==> config.mk <==
export PLATFORM = sky130hd
export DESIGN_NAME = bb_alias_unit
export DESIGN_NICKNAME = d
export VERILOG_FILES = /design/src/rtl/bb_pkg.sv /design/src/rtl/bb_region_dec.sv /design/src/rtl/bb_bit_merge.sv /design/src/rtl/bb_alias_unit.sv
export SDC_FILE = /design/constraint.sdc
export NUM_CORES = 1
export LEC_CHECK = 0
export ABC_AREA = 1
export BUFFER_PORTS_ARGS = -buffer_cell sky130_fd_sc_hd__buf_2
export CAP_MARGIN = 25
export CORE_MARGIN = 3
export CORE_UTILIZATION = 55
export DETAILED_ROUTE_END_ITERATION = 8
export PLACE_DENSITY = 0.82
export SLEW_MARGIN = 20
export SYNTH_ARGS = -nofsm -noshare
export SYNTH_HDL_FRONTEND = slang
export SYNTH_HIERARCHICAL = 1
export SYNTH_SLANG_ARGS = --single-unit
==> constraint.sdc <==
create_clock -name clk_i -period 1.93 [get_ports clk_i]
set_input_delay 0.2895 -clock clk_i [delete_from_list [all_inputs] [get_ports clk_i]]
set_output_delay 0.2895 -clock clk_i [all_outputs]
set_load 0.02 [all_outputs]
==> src/rtl/bb_pkg.sv <==
package bb_pkg;
  localparam int unsigned DATA_W = 32;
  localparam int unsigned BIT_W  = $clog2(DATA_W);
  localparam int unsigned BE_W   = DATA_W / 8;
  localparam int unsigned NREG   = 2;

  typedef enum logic [2:0] {
    ST_IDLE,
    ST_PASS,
    ST_ARD,
    ST_RMW_RD,
    ST_RMW_WR,
    ST_RESP
  } state_e;
endpackage

==> src/rtl/bb_region_dec.sv <==
module bb_region_dec import bb_pkg::*; #(
  parameter int unsigned BAND_AW    = 20,
  parameter logic [31:0] BAND_BASE  = 32'h2000_0000,
  parameter logic [31:0] ALIAS_BASE = 32'h2200_0000
) (
  input  logic [29:0]      waddr_i,
  output logic             hit_o,
  output logic [31:0]      tgt_o,
  output logic [BIT_W-1:0] bit_o
);
  localparam int unsigned ALIAS_AW = BAND_AW + BIT_W;

  assign hit_o = (waddr_i[29:ALIAS_AW-2] == ALIAS_BASE[31:ALIAS_AW]);
  // word index bits above the bit field give the band word
  assign tgt_o = BAND_BASE |
                 {{(32-BAND_AW){1'b0}}, waddr_i[ALIAS_AW-3:BIT_W], 2'b00};
  assign bit_o = waddr_i[BIT_W-1:0];
endmodule

==> src/rtl/bb_bit_merge.sv <==
module bb_bit_merge import bb_pkg::*; (
  input  logic [DATA_W-1:0] word_i,
  input  logic [BIT_W-1:0]  bit_i,
  input  logic              val_i,
  output logic [DATA_W-1:0] word_o,
  output logic              bit_o
);
  always_comb begin
    word_o         = word_i;
    word_o[bit_i]  = val_i;
  end
  assign bit_o = word_i[bit_i];
endmodule

==> src/rtl/bb_alias_unit.sv <==
module bb_alias_unit import bb_pkg::*; #(
  parameter int unsigned      MST_W      = 4,
  parameter logic [MST_W-1:0] CPU_ID     = '0,
  parameter int unsigned      BAND_AW    = 20,
  parameter logic [31:0]      SRAM_BAND  = 32'h2000_0000,
  parameter logic [31:0]      SRAM_ALIAS = 32'h2200_0000,
  parameter logic [31:0]      PERI_BAND  = 32'h4000_0000,
  parameter logic [31:0]      PERI_ALIAS = 32'h4200_0000
) (
  input  logic              clk_i,
  input  logic              rst_ni,
  input  logic              req_i,
  input  logic              we_i,
  input  logic [31:0]       addr_i,
  input  logic [DATA_W-1:0] wdata_i,
  input  logic [BE_W-1:0]   be_i,
  input  logic [MST_W-1:0]  mst_id_i,
  output logic [DATA_W-1:0] rdata_o,
  output logic              ready_o,
  output logic              err_o,
  output logic              dreq_o,
  output logic              dwe_o,
  output logic [31:0]       daddr_o,
  output logic [DATA_W-1:0] dwdata_o,
  output logic [BE_W-1:0]   dbe_o,
  input  logic [DATA_W-1:0] drdata_i,
  input  logic              dready_i
);
  localparam logic [31:0] BAND_TAB  [NREG] = '{SRAM_BAND, PERI_BAND};
  localparam logic [31:0] ALIAS_TAB [NREG] = '{SRAM_ALIAS, PERI_ALIAS};

  logic [NREG-1:0]  reg_hit;
  logic [31:0]      reg_tgt [NREG];
  logic [BIT_W-1:0] reg_bit [NREG];

  for (genvar r = 0; r < NREG; r++) begin : g_reg
    bb_region_dec #(
      .BAND_AW   (BAND_AW),
      .BAND_BASE (BAND_TAB[r]),
      .ALIAS_BASE(ALIAS_TAB[r])
    ) u_dec (
      .waddr_i(addr_i[31:2]),
      .hit_o  (reg_hit[r]),
      .tgt_o  (reg_tgt[r]),
      .bit_o  (reg_bit[r])
    );
  end

  logic             a_hit;
  logic [31:0]      a_tgt;
  logic [BIT_W-1:0] a_bit;

  // lowest region index wins if windows were to overlap
  always_comb begin
    a_hit = 1'b0;
    a_tgt = '0;
    a_bit = '0;
    for (int r = NREG - 1; r >= 0; r--) begin
      if (reg_hit[r]) begin
        a_hit = 1'b1;
        a_tgt = reg_tgt[r];
        a_bit = reg_bit[r];
      end
    end
  end

  state_e            state_q;
  logic [31:0]       addr_q, tgt_q;
  logic              we_q, nbit_q, err_q;
  logic [DATA_W-1:0] wdata_q, word_q, rdata_q;
  logic [BE_W-1:0]   be_q;
  logic [BIT_W-1:0]  bit_q;

  logic [DATA_W-1:0] merged;
  logic              picked;

  bb_bit_merge u_merge (
    .word_i(drdata_i),
    .bit_i (bit_q),
    .val_i (nbit_q),
    .word_o(merged),
    .bit_o (picked)
  );

  always_ff @(posedge clk_i or negedge rst_ni) begin
    if (!rst_ni) begin
      state_q <= ST_IDLE;
      addr_q  <= '0;
      tgt_q   <= '0;
      we_q    <= 1'b0;
      nbit_q  <= 1'b0;
      err_q   <= 1'b0;
      wdata_q <= '0;
      word_q  <= '0;
      rdata_q <= '0;
      be_q    <= '0;
      bit_q   <= '0;
    end else begin
      unique case (state_q)
        ST_IDLE: if (req_i) begin
          addr_q  <= addr_i;
          we_q    <= we_i;
          wdata_q <= wdata_i;
          be_q    <= be_i;
          tgt_q   <= a_tgt;
          bit_q   <= a_bit;
          nbit_q  <= wdata_i[0];
          rdata_q <= '0;
          err_q   <= a_hit && (mst_id_i != CPU_ID);
          if (!a_hit)                   state_q <= ST_PASS;
          else if (mst_id_i != CPU_ID)  state_q <= ST_RESP;
          else if (we_i)                state_q <= ST_RMW_RD;
          else                          state_q <= ST_ARD;
        end
        ST_PASS: if (dready_i) begin
          rdata_q <= we_q ? '0 : drdata_i;
          state_q <= ST_RESP;
        end
        ST_ARD: if (dready_i) begin
          rdata_q <= {{(DATA_W-1){1'b0}}, picked};
          state_q <= ST_RESP;
        end
        ST_RMW_RD: if (dready_i) begin
          word_q  <= merged;
          state_q <= ST_RMW_WR;
        end
        ST_RMW_WR: if (dready_i) state_q <= ST_RESP;
        ST_RESP:   state_q <= ST_IDLE;
        default:   state_q <= ST_IDLE;
      endcase
    end
  end

  logic in_pass;
  assign in_pass = (state_q == ST_PASS);

  assign dreq_o   = in_pass || (state_q == ST_ARD) ||
                    (state_q == ST_RMW_RD) || (state_q == ST_RMW_WR);
  assign dwe_o    = (in_pass && we_q) || (state_q == ST_RMW_WR);
  assign daddr_o  = in_pass ? addr_q : tgt_q;
  assign dwdata_o = in_pass ? wdata_q : ((state_q == ST_RMW_WR) ? word_q : '0);
  assign dbe_o    = in_pass ? be_q : '1;

  assign ready_o  = (state_q == ST_RESP);
  assign err_o    = ready_o && err_q;
  assign rdata_o  = rdata_q;
endmodule

-- Yosys cells after proc, flatten, opt, wreduce, memory -nomap -nowiden
Cells that the tools add are included.
- bits of input ports: 109
- output and inout port bits: 104
- register bits: 175
- magnitude comparators: 2
- reductions and logical operators: 16
- equality and inequality tests: 12
- muxes and demuxes: 27
- operators by type and width (cell ; count):
    $mux W32 ; 8
    $pmux W32 S3 ; 1
    $bwmux W32 ; 1
    $mux W31 ; 1
    $mux W3 ; 5
    $mux W5 ; 2
    $pmux W3 S3 ; 1
    $ne A2 B2 Y1 const B ; 4
    $eq A7 B5 Y1 const B ; 1
    $eq A7 B6 Y1 const B ; 1
    $eq A3 B2 Y1 const B ; 2
    $eq A3 B3 Y1 const B ; 2
    $lt A5 B6 Y1 const B ; 1
    $bmux W1 S5 ; 1
    $demux W1 S5 ; 1
    $ge A5 B1 Y1 const B ; 1
    $mux W1 ; 5
    $logic_and A1 B1 Y1 ; 4
    $logic_or A1 B1 Y1 ; 4
    $mux W4 ; 1
    $reduce_and A2 Y1 ; 2
    $reduce_and A4 Y1 ; 1
    $reduce_bool A4 Y1 ; 1
    $eq A3 B1 Y1 const B ; 1
    5 further kinds ; 5

-- Logic depth before layout (Yosys ltp)
- depth after elaboration: 6
- depth in mapped cells: 14

-- By module
Netlist, hierarchy kept.
- by module, submodules not included (module ; area each (um^2) ; sequential area each (um^2) ; instances ; cells an instance):
    bb_alias_unit ; 8060.2 ; 4354.2 ; 1 ; 978
    bb_bit_merge ; 894.6 ; 0.0 ; 1 ; 201
    bb_region_dec ; 315.3 ; 0.0 ; 2 ; 47

-- Least setup slack after synthesis
OpenSTA, ideal clock, no wires.
- path type: register to output
- from: register state_q[1]
- to: output daddr_o[0]
- cell stages (with the launch flop): 7
- data arrival time: 1482 ps
- slack: 159 ps
- cell sequence: dfrtp_1 -> buf_6 -> inv_2 -> nand3_4 -> buf_2 -> buf_2 -> o21ai_0
- longest elaborated chain between the ends: 2
- ends and longest elaborated chain (element ; RTL line ; source):
    start, declared ; bb_alias_unit.sv:67 ; state_e state_q;
    start signal, assigned ; bb_alias_unit.sv:87 ; state_q <= ST_IDLE;
    start signal, assigned ; bb_alias_unit.sv:110 ; if (!a_hit) state_q <= ST_PASS;
    start signal, assigned ; bb_alias_unit.sv:111 ; else if (mst_id_i != CPU_ID) state_q <= ST_RESP;
    $eq A3 B1 Y1 ; bb_alias_unit.sv:135 ; assign in_pass = (state_q == ST_PASS);
    $mux W32 ; bb_alias_unit.sv:140 ; assign daddr_o = in_pass ? addr_q : tgt_q;
    end, declared ; bb_alias_unit.sv:23 ; output logic [31:0] daddr_o,
Every way passes these cells.

-- Final worst setup path
- from: register state_q[2]
- to: output daddr_o[13]
Same word-level chain as after synthesis.

==> results.toml <==
[run_status]
status = "finished, violations left"
violations = "negative setup slack"

[power]
powerDensity_nw_per_um2 = 1660
power.leakage_nw = 5.701
ir_drop_mv = 1.144

[final_layout]
layout.area.seq_sq_um = 4358
final_util = 0.6751
syn2layout_area_growth_pct = 18.46
multi_input_area_sq_um = 3876
drive_above_1_share = 0.2190
fin_nets = 1532
num-fill-cells = 1407

[setup_path]
path_class = "reg2out"
max_stage_delay_ns = 0.43
slowest_stage = "dfrtp_1"
endpoint_kind = "output port"
setup.worst_path.start_class = "flop"
cp.buffers_inverters = 3
crit_chain = "inv_2 > nand3_4 > clkbuf_16 > o21ai_1 > buf_4"
cp.required_ns = 1.64
crit_fanout = 17
crit_arrival_ns = 1.71
crit_family = "buffers and inverters"

[routing]
drc = 0
routedWlPerCell_um = 14.82
ant_nets = 0
vias = 8524
drt-initial-drc-count = 623
vias_per_cell = 5.150
wl_um = 24530
first_pass_iters = 9

[cts]
clockRootBuffer = "clkbuf_16"
clock-sinks = 174
clk_latency_ns = 0.42
clk_path_buf_depth = 2
htreeDepth = 4
clkSlewWorstSetupHoldPaths_ns = 0.06
numCtsBuffers = 17
cts_tree = "done"

[place]
gp_routability_congestion = 0.9518
post-place-ws_ns = 0.1182
port_buffers = 212
dp_hpwl_um = 17120

[logic_synthesis]
synth_area_per_cell_sq_um = 7.530
yosys_warnings = 6
synth_area_leader_cell = "dfrtp_1"
syn_inst = 1273
synth.distinct_cells = 32
synthTopCellsByArea = "dfrtp_1, nand2_1, o21ai_0, buf_4, inv_1"
yosysSeqAreaShare = 0.4542
synth_top_area_frac = 0.4542
synth_area_sq_um = 9585
synth.ff_latch_count = 174

[die]
dieArea_sq_um = 19050
row_count = 47
die_x_um = 138.0
initial_core_util = 0.5699
pin_count = 213
chipHeight_um = 138.0
coreArea_sq_um = 16820

[hold_path]
min_path_type = "in2reg"

[timing]
max_freq_ghz = 0.4989
finClkSkew_ns = 0.009340
max_slew_margin = 0.6651
fin_ws_ns = -0.07444
hold_violations = 0
slew_viol_final = 0
setup_violations = 57
grt_setup_unrepaired = "yes"
post-route-period-util = 1.039
worst_slew_pin_slew_ns = 0.5018
min_period_ns = 2.004

[run]
cap_violations = 0

[global_routing]
grt_pass1_vias = 7717
overflow = 0
grt_max_degree = 67
track_usage = 0.2472
grt_pass1_wl_um = 39100
antenna_found_initial = 2
==> sequential cells by signal, indices dropped and copies added, names as in the netlist <==
signal	flops
be_q	4
we_q	1
bit_q	5
tgt_q	32
word_q	32
addr_q	32
err_q	1
rdata_o	32
wdata_q	32
state_q	3
==> kinds of logic after synthesis <==
family	after synthesis	share of synthesized area
buf+inv	286	0.1566
simple gates	516	0.2224
flops	174	0.4542
compound gates	293	0.1651
other cells	4	0.001566
==> synthesized netlist by cell type, drive strengths merged <==
cell / n
nand2: 390
o21ai: 211
dfrtp: 174
inv: 135
buf: 124
nand3: 80
o21a: 37
nor2: 36
a21oi: 27
clkbuf: 26
a31oi: 17
nor3: 5
conb: 4
nand4: 3
and2: 1
clkinv: 1
nor3b: 1
o21bai: 1
==> metrics by stage <==
step | instance area [sq um] | TNS [ns] | instances | hold WS (ns) | total power [mW]
floorplan | 9676 | 0 | 1297 | -0.006091 | 11.72
global placement | 10430 | 0 | 1614 | 0.2058 | 14.16
detailed placement | 10430 | 0 | 1614 | 0.2071 | 14.34
CTS | 11170 | -1.325 | 1650 | 0.05942 | 18.33
global route | 11350 | -7.175 | 1654 | 0.07917 | 20.14
finish | 11350 | -1.387 | 1655 | 0.07134 | 18.85
==> path summary, 6_finish.rpt <==
kind	start	endpoint	slack [ns]	cells past startpoint
worst min register to register	rdata_o[23]	rdata_o[23]	0.48	2
min in group asynchronous	rst_ni	word_q[11]	0.33	2
worst max-delay path	state_q[2]	daddr_o[13]	-0.07	5
max in group asynchronous	rst_ni	tgt_q[8]	0.95	3
worst min-delay path	be_i[2]	be_q[2]	0.07	3
worst max register to register	bit_q[0]	rdata_o[0]	0.16	13
==> worst register-to-register path: cells and delay by family, from the launching register on <==
| kind | cells | cell delay (ns) |
|---|---|---|
| AOI/OAI and AO/OA | 1 | 0.22 |
| DFF | 1 | 0.40 |
| buffers and inverters | 2 | 0.42 |
| and+or+nand+nor | 10 | 0.68 |
==> area by class of cell <==
cell class | count | area share
diodes | 1 | 0.0002204
clock buffers | 20 | 0.03846
clock inverters | 10 | 0.01664
inverters | 136 | 0.04540
multi-input cells | 837 | 0.3414
flip-flops and latches | 174 | 0.3838
well taps | 220 | 0.02424
repair buffers | 257 | 0.1499
==> cell usage in the layout, fill, tap and decap left out, types with 8 or more instances in the layout <==
cell | Yosys | layout
buf_2 | 29 | 181
nand3_1 | 79 | 79
buf_12 | 0 | 11
dfrtp_1 | 174 | 171
a31oi_1 | 17 | 17
conb_1 | 4 | 28
inv_1 | 133 | 131
buf_6 | 10 | 8
o21ai_0 | 168 | 135
clkbuf_16 | 0 | 19
nor2_1 | 33 | 31
a21oi_1 | 27 | 27
o21ai_1 | 43 | 68
buf_4 | 84 | 53
nand2_1 | 387 | 386
o21a_1 | 37 | 37
==> report_power, final <==
group | total [mW] | internal [mW] | leakage (nW) | switching, mW
combinational | 9.34 | 3.42 | 3.18 | 5.92
clock | 3.70 | 2.29 | 0.301 | 1.41
sequential | 5.81 | 5.10 | 2.22 | 0.712
==> metal layers <==
layer / share of wire / up-vias / track usage
li1: - / 4251 / -
met1: 0.42 / 3931 / 0.3291
met2: 0.50 / 296 / 0.4142
met3: 0.062 / 42 / 0.04420
met4: 0.022 / 4 / 0.07956
met5: 0.0011 / - / 0
==> what timing repair did <==
action	4_1_cts	5_1_grt
hold buffers	1	0
hold endpoints to repair	31	0
gates resized for setup	39	54
setup buffers	4	1
gates cloned	1	3
pin swaps	0	0
endpoints found under the setup margin	70	71
No activity file was read; power rests on OpenSTA's default activity.
